$ cat config.mk
export PLATFORM = sky130hd
export DESIGN_NAME = int_out_divider
export DESIGN_NICKNAME = d
export VERILOG_FILES = /design/src/rtl/int_out_divider.sv
export SDC_FILE = /design/constraint.sdc
export NUM_CORES = 1
export LEC_CHECK = 0
export BUFFER_PORTS_ARGS = -buffer_cell sky130_fd_sc_hd__buf_4
export CORE_MARGIN = 2
export CORE_UTILIZATION = 55
export CTS_BUF_LIST = sky130_fd_sc_hd__clkbuf_2 sky130_fd_sc_hd__clkbuf_4 sky130_fd_sc_hd__clkbuf_8
export DETAILED_ROUTE_END_ITERATION = 10
export PLACE_DENSITY = 0.82
export SLEW_MARGIN = 20
export SYNTH_ARGS = -nofsm -noshare
export SYNTH_HDL_FRONTEND = slang
export SYNTH_SLANG_ARGS = --single-unit
$ cat constraint.sdc
create_clock -name clk_src -period 2.5 [get_ports clk_src]
set_input_delay 0.125 -clock clk_src [delete_from_list [all_inputs] [get_ports clk_src]]
set_output_delay 0.125 -clock clk_src [all_outputs]
set_load 0.03 [all_outputs]
$ cat src/rtl/int_out_divider.sv
module int_out_divider #(
  parameter int RATIO_W = 17,
  parameter int STEP_W  = 5,
  parameter int GAP     = 4
) (
  input  logic               clk_src,
  input  logic               rst_n,
  input  logic [1:0]         pre_sel,
  input  logic [RATIO_W-1:0] ratio,
  input  logic               invert,
  input  logic [STEP_W-1:0]  steps,
  input  logic               trig,
  input  logic               resync,
  output logic               busy,
  output logic               clk_out
);
  localparam int GAP_W = (GAP > 2) ? $clog2(GAP) : 1;
  localparam logic [RATIO_W-1:0] ONE_R = {{(RATIO_W-1){1'b0}}, 1'b1};

  logic [2:0]         pdiv, half_p, pre_cnt;
  logic [RATIO_W-1:0] sec_cnt;
  logic [STEP_W-1:0]  rem;
  logic [GAP_W-1:0]   gap;
  logic               stalled, trig_q;
  logic               bypass, pre_last, sec_last, at_last, stall_now, toggle, raw;

  assign pdiv      = (pre_sel == 2'd0) ? 3'd4 : (pre_sel == 2'd1) ? 3'd5 : 3'd6;
  assign half_p    = pdiv >> 1;
  assign bypass    = (ratio < 2) || ratio[0];
  assign pre_last  = pre_cnt >= (pdiv - 3'd1);
  assign sec_last  = bypass || (sec_cnt >= (ratio - ONE_R));
  assign at_last   = pre_last && sec_last;
  assign busy      = rem != '0;
  assign stall_now = at_last && busy && (gap == '0) && !stalled;
  assign toggle    = trig ^ trig_q;
  assign raw       = bypass ? (pre_cnt < half_p) : (sec_cnt < (ratio >> 1));
  assign clk_out   = raw ^ invert;

  always_ff @(posedge clk_src or negedge rst_n) begin
    if (!rst_n) begin
      pre_cnt <= '0;
      sec_cnt <= '0;
      rem     <= '0;
      gap     <= '0;
      stalled <= 1'b0;
      trig_q  <= 1'b0;
    end else if (resync) begin
      pre_cnt <= '0;
      sec_cnt <= '0;
      rem     <= '0;
      gap     <= '0;
      stalled <= 1'b0;
      trig_q  <= trig;
    end else begin
      trig_q  <= trig;
      stalled <= stall_now;
      if (!stall_now) begin
        if (pre_last) begin
          pre_cnt <= '0;
          sec_cnt <= sec_last ? '0 : sec_cnt + ONE_R;
        end else begin
          pre_cnt <= pre_cnt + 3'd1;
        end
      end
      if (stall_now) begin
        rem <= rem - 1'b1;
        gap <= GAP_W'(GAP - 1);
      end else if (at_last && !stalled && gap != '0) begin
        gap <= gap - 1'b1;
      end
      if (toggle && !busy) begin
        rem <= steps;
        gap <= '0;
      end
    end
  end

  a_r1_pre_bound: assert property (@(posedge clk_src) disable iff (!rst_n)
    ($stable(pre_sel) && !resync && pre_cnt < pdiv) |=> pre_cnt < pdiv);

  a_r5_single_extra: assert property (@(posedge clk_src) disable iff (!rst_n)
    (stall_now && !resync) |=> (!stall_now && $stable(pre_cnt) && $stable(sec_cnt)));

  a_r6_busy_fall: assert property (@(posedge clk_src) disable iff (!rst_n)
    $fell(busy) |-> $past(stall_now || resync));

  a_r7_ignore_toggle: assert property (@(posedge clk_src) disable iff (!rst_n)
    (busy && toggle && !resync) |=> rem <= $past(rem));

  a_r8_resync_clear: assert property (@(posedge clk_src) disable iff (!rst_n)
    resync |=> (pre_cnt == '0 && sec_cnt == '0 && !busy));

  a_r9_zero_request: assert property (@(posedge clk_src) disable iff (!rst_n)
    (toggle && !busy && !resync && steps == '0) |=> !busy);
endmodule

; Word level (Yosys, flattened, before mapping)
; Cells that the tools add are included.
[totals]
register_bits = 29
output_inout_bits = 2
word_cells = 58
[op_classes]
add_sub_neg = 6
magnitude_cmp = 5
eq_ne = 2
mux = 18
n_bitwise = 2
reduce_logical = 19
[op_table]
columns = operator, n
row1 = 17-bit 2-to-1 mux, 4
row2 = "17-bit by 1-bit adder with 17-bit output, second input constant", 1
row3 = 17-bit >= comparator, 1
row4 = 17-bit by 16-bit < comparator with 1-bit output, 1
row5 = "17-bit by 2-bit < comparator with 1-bit output, second input constant", 1
row6 = "17-bit by 1-bit subtractor with 17-bit output, second input constant", 1
row7 = 5-bit 2-to-1 mux, 3
row8 = 2-bit 2-to-1 mux, 6
row9 = 3-bit 2-to-1 mux, 3
row10 = 1-bit logical AND, 7
row11 = 5-bit nonzero test, 1
row12 = "5-bit by 1-bit subtractor with 5-bit output, second input constant", 1
row13 = 2-bit logical NOT, 2
row14 = 2-bit nonzero test, 2
row15 = 4-bit nonzero test, 1
row16 = "3-bit by 1-bit adder with 3-bit output, second input constant", 1
row17 = 3-bit >= comparator, 1
row18 = 3-bit by 2-bit < comparator with 1-bit output, 1
row19 = 3-bit nonzero test, 1
row20 = "3-bit by 1-bit subtractor with 3-bit output, second input constant", 1
row21 = "2-bit by 1-bit == test with 1-bit output, second input constant", 1
row22 = 1-bit logical NOT, 2
row23 = 1-bit logical OR, 2
row24 = 1-bit 2-to-1 mux, 2
row25 = other kinds (4), 5

; Longest topological paths before layout
; Gate-level depths: netlist (run 1).
[logic_depth]
depth_word = 12
ltp_mapped = 17

; Worst setup path before layout (run 1)
; Ideal clock, no wire load.
[synth_timing]
path_type = input to register
startpoint = in ratio[3]
endpoint = reg sec_cnt[3]
setup_time_ps = 139
arrival_time_ps = 3163
t_required_ps = 2361
setup_slack_ps = -802
cell_stages = 15
n_path_buf = 1
path_cell_list = nor4_4 -> and2_1 -> nand2_1 -> nor4_1 -> and3_1 -> xnor2_1 -> ha_1 -> a21oi_1 -> a21boi_0 -> a2111oi_4 -> nor4b_4 -> o41ai_4 -> buf_6 -> o21ai_2 -> o41ai_1
[synth_via]
elab_chain_cells = 9
word_cells_on_any_way = 15
cone_classes = add/sub: 1 / order compare: 2 / eq/ne: 1 / mux: 4 / reduce/logical: 7
[synth_lines]
columns = element, line
row1 = "start, declared", 9  ; input logic [RATIO_W-1:0] ratio,
row2 = 17-bit by 1-bit subtractor with 17-bit output or 17-bit by 2-bit < comparator with 1-bit output (tied branches), "31, 29"
row3 = 17-bit >= comparator or 1-bit logical OR (tied branches), "31, 29"
row4 = 1-bit logical OR *, 31  ; assign sec_last = bypass || (sec_cnt >= (ratio - ONE_R));
row5 = 1-bit logical AND, 32  ; assign at_last = pre_last && sec_last;
row6 = 1-bit logical AND (3 in a row), 34  ; assign stall_now = at_last && busy && (gap == '0) && !stalled;
row7 = 2-bit != test (no source line), n/a
row8 = 2-bit AND reduction (no source line), n/a
row9 = "end signal, assigned", 60  ; sec_cnt <= sec_last ? '0 : sec_cnt + ONE_R;
row10 = "end, declared", 21  ; logic [RATIO_W-1:0] sec_cnt;
; Every way passes the cells marked *; elsewhere a longest branch is shown, timed or not. The select of a mux whose other input is x is not followed.
; A chain may end at the register's enable or synchronous reset.

; Worst setup path in the final report (run 1)
[layout_timing]
startpoint = in ratio[4]
endpoint = reg sec_cnt[11]
; The elaborated chain is that of the path after synthesis.

==> results.yml, run 1 <==
run_status:
  status: "finished, violations left"
  violations: "setup timing"
die:
  rows: 25
  start_util: 0.582
  die_area_um2: 5690
  core_area_um2: 4820
  die_x_um: 75.4
  die_h_um: 75.4
  ios: 31
pwr:
  pwr-share-comb: 0.529
  p_total_mw: 2.17
  p_sw_frac: 0.445
  irDropWorstVdd_uv: 629
  internal_power_mw: 1.20
  seq_power_share: 0.273
  p_sw_mw: 0.965
  clockPowerShare: 0.198
  p_leak_nw: 2.12
  powerDensity_nw_per_um2: 490
setup_path:
  cp_slowest_cell: "nor4b_4"
  worstPathArrival_ps: 3540
  crit_path_end_kind: "flop"
  crit_fanout: 5
  critPathMostFrequentCell: "buf_4"
  crit_chain: "buf_8 > nor4_4 > and2_4 > nand2_4 > nor4_4 > and3_4 > xnor2_2 > ha_1 > buf_4 > a21oi_4 > a21boi_4 > a2111oi_4 > nor4b_4 > buf_4 > o41ai_4 > buf_4 > buf_6 > o21ai_2 > o21ai_1"
  reg2reg_setup_slack_ps: -460
  cpPeakStageDelay_ps: 370
  reg2regPathDepth: 11
  r2r_end: "sec_cnt[11]$_DFFE_PN0P_"
  worstSetupStartpointType: "input port"
  critPathLaunch: "ratio[4]"
  critPathKind: "input port to flop"
  rr_startpoint: "sec_cnt[6]$_DFFE_PN0P_"
  worstPathRequired_ps: 2670
place:
  dpl.hpwl_um: 5720
  post_dp_cell_area_um2: 3610
  gp_congestion: 0.870
  post-place-ws_ps: -1070
  port_buffers: 30
yosys:
  ys.warnings.count: 0
  synthCells: 325
  synth_nets: 394
  ys.flop_type: "dfrtp_1"
  avgSynthCellArea_um2: 8.63
  ys_ff_latch: 29
  synth.area.mux_share: 0.0152
  synth-seq-area-share: 0.259
  synth_compound_area_frac: 0.204
  async_flop_share: 1.00
  synth_top_family_by_area: "simple AND/OR/NAND/NOR gates"
  yosys.area_share.xor_xnor: 0.0531
  synth-simple-area-share: 0.238
  synth-edff-count: 0
  syn_area_um2: 2810
  synth_cell_types: 55
  synthAdderAreaFrac: 0.178
route:
  first_pass_iters: 5
  drc_errors: 0
  vias: 3551
  finalWirelength_um: 13400
  wl_per_cell_um: 25.9
  via_per_inst: 6.86
  drt_first_iter_violations: 445
  postRouteAntennaNets: 0
timing:
  finalMaxSlewViolations: 0
  rsz0062_at_grt: "yes"
  slew_headroom: 0.599
  setup_ws_ps: -874
  fmax_mhz: 296
  period_share: 1.35
  finalHoldViolCount: 0
  setup_violations: 29
  period_minus_slack_ps: 3370
  worstMarginPinSlew_ps: 598
  skew_ps: 17.0
cells_and_area:
  diodes: 0
  drive_gt1_frac: 0.488
  final_nets: 519
  syn_to_final_growth_pct: 57.7
  fin_area_um2: 4420
clock_tree:
  cts_sinks: 29
  cts_root_buf: "clkbuf_8"
  ctsHtreeMaxLevel: 2
  cts_buffer_depth: 2
  cts_buffers: 5
  cts_tree: "yes"
  clk_pin_slew_ps: 70
  clkLatencyLatePin_ps: 300
global_routing:
  antenna_found_initial: 0
  grt_max_degree: 30
  grt_pass1_wl_um: 16400
  grt_pass1_vias: 3305
  grt_usage: 0.390
  grt_overflow: 0
min_path:
  hold_path.class: "input port to flop"
  min_path_cells: 3
  min_from: "steps[4]"
  hold_end: "rem[4]$_DFFE_PN0P_"
flow_run:
  cap_viol_max_count: 0
[critical path, delay by kind of cell]
family | cells | cell delay [ps]
xor+xnor | 1 | 60
simple gates | 6 | 1460
compound gates | 6 | 830
buf+inv | 5 | 740
fa+ha+maj | 1 | 330
[per-stage QoR]
step | hold slack, ps | util | setup TNS [ps] | instances
finish | 106 | 0.918 | -20830 | 518
global route | 124 | 0.918 | -26290 | 518
CTS | 96.4 | 0.864 | -13830 | 509
detailed placement | 70.4 | 0.750 | -25140 | 477
global placement | 67.4 | 0.750 | -18880 | 477
floorplan | -171 | - | -14530 | 325
[routing by layer]
layer / GRT usage / vias to the layer above / routed length (um)
met5: 0 / - / 0
met3: 0.107 / 130 / 1430
met4: 0.189 / 0 / 1180
li1: - / 1424 / -
met1: 0.458 / 1656 / 4520
met2: 0.659 / 341 / 6310
[placed cells by master (no fill, tap or decap), types with 4 or more instances in the layout]
cell / count
a31oi_1: 4
ha_4: 6
buf_4: 105
nor2_1: 20
nand2_2: 5
xnor2_1: 11
nand3_1: 7
clkbuf_8: 5
nor2_2: 6
inv_1: 26
o21ai_1: 8
and2_1: 4
buf_8: 5
a21oi_1: 16
and3_1: 7
xnor2_2: 4
o21ai_2: 13
nor3_1: 7
o21ai_0: 4
nand4_1: 7
ha_1: 34
buf_6: 12
dfrtp_1: 28
nand2_1: 21
[worst max-delay path by stage]
stage	slack, ps	end
CTS	-600	sec_cnt[0]$_DFFE_PN0P_
global route	-1030	sec_cnt[3]$_DFFE_PN0P_
detailed placement	-1070	rem[1]$_DFFE_PN0P_
floorplan	-600	pre_cnt[0]$_DFFE_PN0P_
global placement	-810	rem[1]$_DFFE_PN0P_
finish	-870	sec_cnt[11]$_DFFE_PN0P_
[power groups by stage]
stage	clock network, mW	registers (mW)	logic (mW)
2_1_floorplan	0	0.565	0.500
3_3_place_gp	0	0.571	0.739
5_1_grt	0.434	0.594	1.21
4_1_cts	0.404	0.566	0.889
3_5_place_dp	0	0.574	0.759
6_report	0.429	0.592	1.15
[final cells by class]
cell class	count	area, um2
Clock buffer	8	91.3
Fill cell	174	393
Inverter	28	110
Multi-Input combinational cell	260	2350
Sequential cell	29	727
Tap cell	67	83.8
Timing Repair Buffer	126	1060
[synth_stat cells (2+ instances only)]
| cell type | number | area (um2) |
|---|---|---|
| a211oi_1 | 4 | 30.0 |
| a21boi_0 | 4 | 30.0 |
| a21o_1 | 2 | 15.0 |
| a21oi_1 | 19 | 95.1 |
| a31oi_1 | 5 | 31.3 |
| and2_1 | 5 | 31.3 |
| and3_1 | 10 | 62.6 |
| buf_2 | 3 | 15.0 |
| clkbuf_1 | 4 | 15.0 |
| dfrtp_1 | 29 | 726 |
| ha_1 | 40 | 500 |
| inv_1 | 28 | 105 |
| mux2_2 | 2 | 22.5 |
| mux2i_1 | 2 | 20.0 |
| nand2_1 | 28 | 105 |
| nand2b_1 | 3 | 18.8 |
| nand3_1 | 11 | 55.1 |
| nand4_1 | 7 | 43.8 |
| nor2_1 | 21 | 78.8 |
| nor2_2 | 7 | 43.8 |
| nor3_1 | 11 | 55.1 |
| nor4_1 | 2 | 12.5 |
| o211ai_1 | 2 | 15.0 |
| o21ai_0 | 17 | 85.1 |
| o21ai_2 | 10 | 87.6 |
| o221a_2 | 2 | 22.5 |
| or2_2 | 3 | 18.8 |
| or3_1 | 2 | 12.5 |
| xnor2_1 | 15 | 131 |
| xor2_1 | 2 | 17.5 |
[kinds of logic (layout without fill, tap and decap cells)]
| family | count (synthesis) | in the layout |
|---|---|---|
| buffers and inverters | 36 | 162 |
| AOI/OAI and AO/OA | 79 | 79 |
| and+or+nand+nor | 120 | 120 |
| adders and majority gates | 40 | 40 |
| muxes | 4 | 4 |
| DFF | 29 | 29 |
| xor gates and xnor gates | 17 | 17 |
[registers in the layout, summed over array words and instances (netlist names)]
register	flops
pre_cnt	3
stalled	1
trig_q	1
rem	5
gap	2
sec_cnt	17
[what timing repair did]
| item | 4_1_cts | 5_1_grt |
|---|---|---|
| setup buffers | 21 | 10 |
| resized for setup | 66 | 37 |
| cloned | 1 | 0 |
| pin swaps | 38 | 28 |
| hold buffers | 2 | 0 |
| setup endpoints to repair | 29 | 29 |
| endpoints found under the hold margin | 30 | 0 |
Power figures use the tool's default switching activity.
==> run 2: changes to the inputs <==
RECOVER_POWER = 50   (was not set)
==> run 2 against run 1 <==
Effect of this change: the run ends with capacitance limit, slew limit, setup timing left; global-route usage is the same; count of clock-buffer cells in the layout is the same; flip-flop and latch count is the same; die area is the same; largest power group unchanged; highest routed layer unchanged.
==> results.yml, run 2 (synthesized netlist as in run 1, its figures left out) <==
run_status:
  status: "finished, violations left"
  violations: "capacitance limit, slew limit, setup timing"
cells_and_area:
  diodes: 0
  syn_to_final_growth_pct: 57.6
  final_nets: 519
  largest_reg_flops: 17
  mostFrequentLayoutCells: "103 x buf_4, 34 x ha_1, 28 x dfrtp_1"
  drive_gt1_frac: 0.486
  largest-register: "sec_cnt"
  fillCellCount: 176
  fin_area_um2: 4420
  final_common_cell: "buf_4"
  top_regs: "sec_cnt x17, rem x5, pre_cnt x3"
die:
  core_area_um2: 4820
  ios: 31
  die_x_um: 75.4
  rows: 25
  die_h_um: 75.4
  die_area_um2: 5690
  start_util: 0.582
route:
  first_pass_iters: 5
  drc_errors: 0
  wl_per_cell_um: 26.1
  vias: 3568
  finalWirelength_um: 13500
  postRouteAntennaNets: 0
  via_per_inst: 6.89
  drt_first_iter_violations: 477
timing:
  setup_tns_ps: -20450
  setup_ws_ps: -849
  fmax_mhz: 299
  period_share: 1.34
  slew_headroom: -0.0892
  skew_ps: 16.3
  rsz0062_at_grt: "yes"
  setup_violations: 29
  finalMaxSlewViolations: 30
  worstMarginPinSlew_ps: 1630
  finalHoldViolCount: 0
  period_minus_slack_ps: 3350
place:
  post-place-ws_ps: -1070
  dpl.hpwl_um: 5720
  post_dp_cell_area_um2: 3610
  port_buffers: 30
  gp_congestion: 0.870
setup_path:
  crit_path_end_kind: "flop"
  cp_slowest_cell: "ha_1"
  worstPathArrival_ps: 3510
  worstSetupStartpointType: "input port"
  cpPeakStageDelay_ps: 350
  worstPathRequired_ps: 2660
  crit_buf_inv: 7
  critPathKind: "input port to flop"
  cp_top_family: "buffers and inverters"
  crit_chain: "buf_4 > buf_4 > nor4_4 > buf_4 > and3_4 > buf_4 > xnor2_1 > ha_1 > a21oi_1 > o21ai_0 > and2_1 > nor4b_4 > buf_4 > o41ai_4 > buf_4 > buf_6 > o21ai_2 > o21ai_1"
  critPathMostFrequentCell: "buf_4"
  crit_fanout: 5
pwr:
  seq_power_share: 0.274
  p_sw_mw: 0.957
  p_leak_nw: 2.11
  p_sw_frac: 0.443
  internal_power_mw: 1.20
  powerDensity_nw_per_um2: 489
  clockPowerShare: 0.195
  pwr-share-comb: 0.530
  p_total_mw: 2.16
  irDropWorstVdd_uv: 630
clock_tree:
  ctsHtreeMaxLevel: 2
  clkLatencyLatePin_ps: 300
  cts_tree: "yes"
  cts_sinks: 29
  cts_buffer_depth: 2
  cts_buffers: 5
  clk_pin_slew_ps: 60
  cts_root_buf: "clkbuf_8"
global_routing:
  grt_pass1_wl_um: 16400
  grt_max_degree: 30
  grt_pass1_vias: 3305
  antenna_found_initial: 0
  grt_overflow: 0
  grt_usage: 0.390
min_path:
  hold_path.class: "input port to flop"
flow_run:
  cap_viol_max_count: 1
-- run 2: changes by cell type in the layout (fill, tap and decap cells not counted), sizes merged --
cell / before / now
buf: 123 / 121
clkbuf: 9 / 11
-- run 2: final timing paths --
path / start / end / slack [ps] / cells after the start
min in group asynchronous: rst_n / sec_cnt[8]$_DFFE_PN0P_ / 780 / 2
setup reg to reg: sec_cnt[6]$_DFFE_PN0P_ / sec_cnt[11]$_DFFE_PN0P_ / -430 / 11
hold / removal: steps[4] / rem[4]$_DFFE_PN0P_ / 110 / 3
max in group asynchronous: rst_n / sec_cnt[4]$_DFFE_PN0P_ / 650 / 2
setup / recovery: ratio[5] / sec_cnt[11]$_DFFE_PN0P_ / -850 / 18
hold reg to reg: pre_cnt[2]$_DFFE_PN0P_ / pre_cnt[2]$_DFFE_PN0P_ / 550 / 1
-- run 2: what timing repair did --
item | CTS | global route
hold buffers | 2 | 0
setup endpoints to repair | 29 | 29
gates resized for setup | 66 | 37
buffers inserted | 21 | 10
cloned | 1 | 0
pin swaps | 38 | 28
hold endpoints to repair | 30 | 0
-- run 2: worst reg2reg max path: cells and delay by family (launching register included) --
| kind | cells | cell delay [ps] |
|---|---|---|
| AO/OA/AOI/OAI | 5 | 1090 |
| adder cells (fa/ha/maj) | 1 | 350 |
| buffers and inverters | 3 | 470 |
| flip-flops | 1 | 430 |
| AND/OR/NAND/NOR | 2 | 450 |
-- run 2: through the flow --
step                hold WS, ps  cells   util
CTS                        96.4    509  0.864
global route                124    518  0.918
floorplan                  -171    325      -
finish                      105    518  0.918
detailed placement         70.4    477  0.750
global placement           67.4    477  0.750
-- run 2: power by group through the flow --
stage | sequential (mW) | clock (mW) | combinational [mW]
floorplan | 0.565 | 0 | 0.500
global placement | 0.571 | 0 | 0.739
detailed placement | 0.574 | 0 | 0.759
CTS | 0.566 | 0.404 | 0.889
global route | 0.594 | 0.434 | 1.20
finish | 0.592 | 0.422 | 1.15
-- run 2: final cells by class --
type | instances | area (um2) | area share
Clock buffer | 8 | 91.3 | 0.0207
Inverter | 28 | 110 | 0.0249
Multi-Input combinational cell | 260 | 2350 | 0.531
Sequential cell | 29 | 727 | 0.164
Tap cell | 67 | 83.8 | 0.0190
Timing Repair Buffer | 126 | 1060 | 0.240
-- run 2: per-layer routing --
| layer | up-vias | share of wire | GRT usage |
|---|---|---|---|
| met5 | - | 0 | 0 |
| met2 | 342 | 0.47 | 0.659 |
| met4 | 0 | 0.084 | 0.189 |
| met3 | 122 | 0.11 | 0.107 |
| li1 | 1428 | - | - |
| met1 | 1676 | 0.33 | 0.458 |
==> run 3: changes to the inputs <==
clock period = 2.95 ns   (was 2.5 ns; I/O delays follow)
==> run 3 against run 2 <==
Effect of this change: first-iteration DRC count is 68% lower; clock power is 19% lower; cell area is 13% lower; hold slack better by 35 ps; power down 24%; die area unchanged; sequential share of layout area up 2.3 points; critical path type unchanged; critical path depth shrank 2; sequential power is 17% lower; count of clock-buffer cells in the layout fell by 1; combinational power decreased by 29%; wire length is 41% lower; the run still ends with capacitance limit, slew limit, setup timing left.
==> results.yml, run 3 (synthesized netlist as in run 1, its figures left out) <==
global_routing:
  grt_pass1_vias: 2832
  antenna_found_initial: 0
  grt_overflow: 0
  grt_pass1_wl_um: 12600
  grt_max_degree: 30
  grt_usage: 0.292
min_path:
  hold_path.class: "input port to flop"
  min_path_cells: 3
cells_and_area:
  mostFrequentLayoutCells: "71 x buf_4, 39 x ha_1, 29 x dfrtp_1"
  multi_input_area_um2: 2170
  largest-register: "sec_cnt"
  drive_gt1_frac: 0.373
  final_common_cell: "buf_4"
  diodes: 0
  seqCellArea_um2: 726
  final_nets: 479
  finish.utilization: 0.803
  fin_area_um2: 3870
  top_regs: "sec_cnt x17, rem x5, pre_cnt x3"
  largest_reg_flops: 17
  syn_to_final_growth_pct: 37.9
  fillCellCount: 299
timing:
  setup_violations: 2
  worstMarginPinSlew_ps: 1590
  period_minus_slack_ps: 2970
  setup_ws_ps: -16.8
  finalMaxSlewViolations: 30
  slew_headroom: -0.0613
  fmax_mhz: 337
  period_share: 1.01
  rsz0062_at_grt: "yes"
  finalHoldViolCount: 0
  skew_ps: 2.69
clock_tree:
  cts_buffer_depth: 2
  cts_root_buf: "clkbuf_8"
  clkLatencyLatePin_ps: 290
  ctsHtreeMaxLevel: 2
  cts_tree: "yes"
  cts_buffers: 5
  cts_sinks: 29
  clk_pin_slew_ps: 60
pwr:
  powerDensity_nw_per_um2: 427
  seq_power_share: 0.298
  p_leak_nw: 1.87
  internal_power_mw: 0.973
  p_total_mw: 1.65
  p_sw_mw: 0.679
  clockPowerShare: 0.207
  pwr-share-comb: 0.495
  p_sw_frac: 0.411
  irDropWorstVdd_uv: 516
setup_path:
  worstSetupStartpointType: "input port"
  worstPathArrival_ps: 3150
  reg2regPathDepth: 11
  worstPathRequired_ps: 3140
  crit_fanout: 4
  crit_path_end_kind: "flop"
  critPathKind: "input port to flop"
route:
  drc_errors: 0
  vias: 2815
  via_per_inst: 5.90
  finalWirelength_um: 7920
  wl_per_cell_um: 16.6
  first_pass_iters: 4
  drt_first_iter_violations: 154
  postRouteAntennaNets: 0
die:
  start_util: 0.582
  die_area_um2: 5690
  die_x_um: 75.4
  rows: 25
  ios: 31
  die_h_um: 75.4
  core_area_um2: 4820
place:
  port_buffers: 30
  gp_congestion: 0.837
  dpl.hpwl_um: 5370
  post_dp_cell_area_um2: 3390
run_status:
  violations: "capacitance limit, slew limit, setup timing"
  status: "finished, violations left"
flow_run:
  cap_viol_max_count: 1
-- run 3: path summary, 6_finish.rpt --
kind,from,endpoint,slack (ps)
min reg2reg,pre_cnt[2]$_DFFE_PN0P_,pre_cnt[2]$_DFFE_PN0P_,500
min,steps[4],rem[4]$_DFFE_PN0P_,140
max,ratio[5],rem[1]$_DFFE_PN0P_,-20
max reg2reg,sec_cnt[3]$_DFFE_PN0P_,sec_cnt[6]$_DFFE_PN0P_,260
max in group asynchronous,rst_n,sec_cnt[0]$_DFFE_PN0P_,1230
min in group asynchronous,rst_n,sec_cnt[14]$_DFFE_PN0P_,790
-- run 3: power by group through the flow --
stage | Combinational (mW) | Sequential [mW] | Clock (mW)
2_1_floorplan | 0.424 | 0.479 | 0
3_3_place_gp | 0.601 | 0.485 | 0
3_5_place_dp | 0.623 | 0.489 | 0
4_1_cts | 0.694 | 0.485 | 0.345
5_1_grt | 0.876 | 0.497 | 0.367
6_report | 0.817 | 0.493 | 0.342
-- run 3: layout make-up --
cell class                 count  share of cell area
multi-input combinational    260               0.562
clock buffer                   7              0.0233
tap                           67              0.0217
sequential                    29               0.188
timing repair buffer          86               0.178
inverter                      28              0.0278
-- run 3: per-layer routing --
metal,GRT usage,up-vias,wire [um]
li1,-,1350,-
met1,0.351,1351,3230
met2,0.491,86,4090
met3,0.0807,28,331
met4,0.127,0,261
met5,0,-,0
-- run 3: critical path, cell delays in order --
cell       delay [ps]
buf_4             120
buf_4             140
nor4_4            250
buf_4             150
and3_4            210
and3_4            190
xnor2_2            70
ha_1              300
nand4_1           170
nor3_2            160
o31a_1            240
nor4b_4            70
buf_4             150
nor3_4            320
nor3_1            140
a2111oi_4         320
-- run 3: stage by stage --
step                      TNS (ps)  cells  hold WS, ps  setup WS [ps]
final                        -23.6    477          141          -16.8
after global routing         -2710    477          154           -200
after CTS                    -1920    472          114           -149
after detailed placement    -11140    449         90.6           -592
after global placement       -7870    449         94.2           -395
after floorplan              -2680    325         -148           -171
-- run 3: repair_timing --
action | CTS | global route
cloned | 1 | 0
hold buffers | 2 | 0
setup endpoints to repair | 26 | 28
gates resized for setup | 49 | 15
hold endpoints to repair | 30 | 0
pin swaps | 34 | 21
setup buffers | 14 | 7
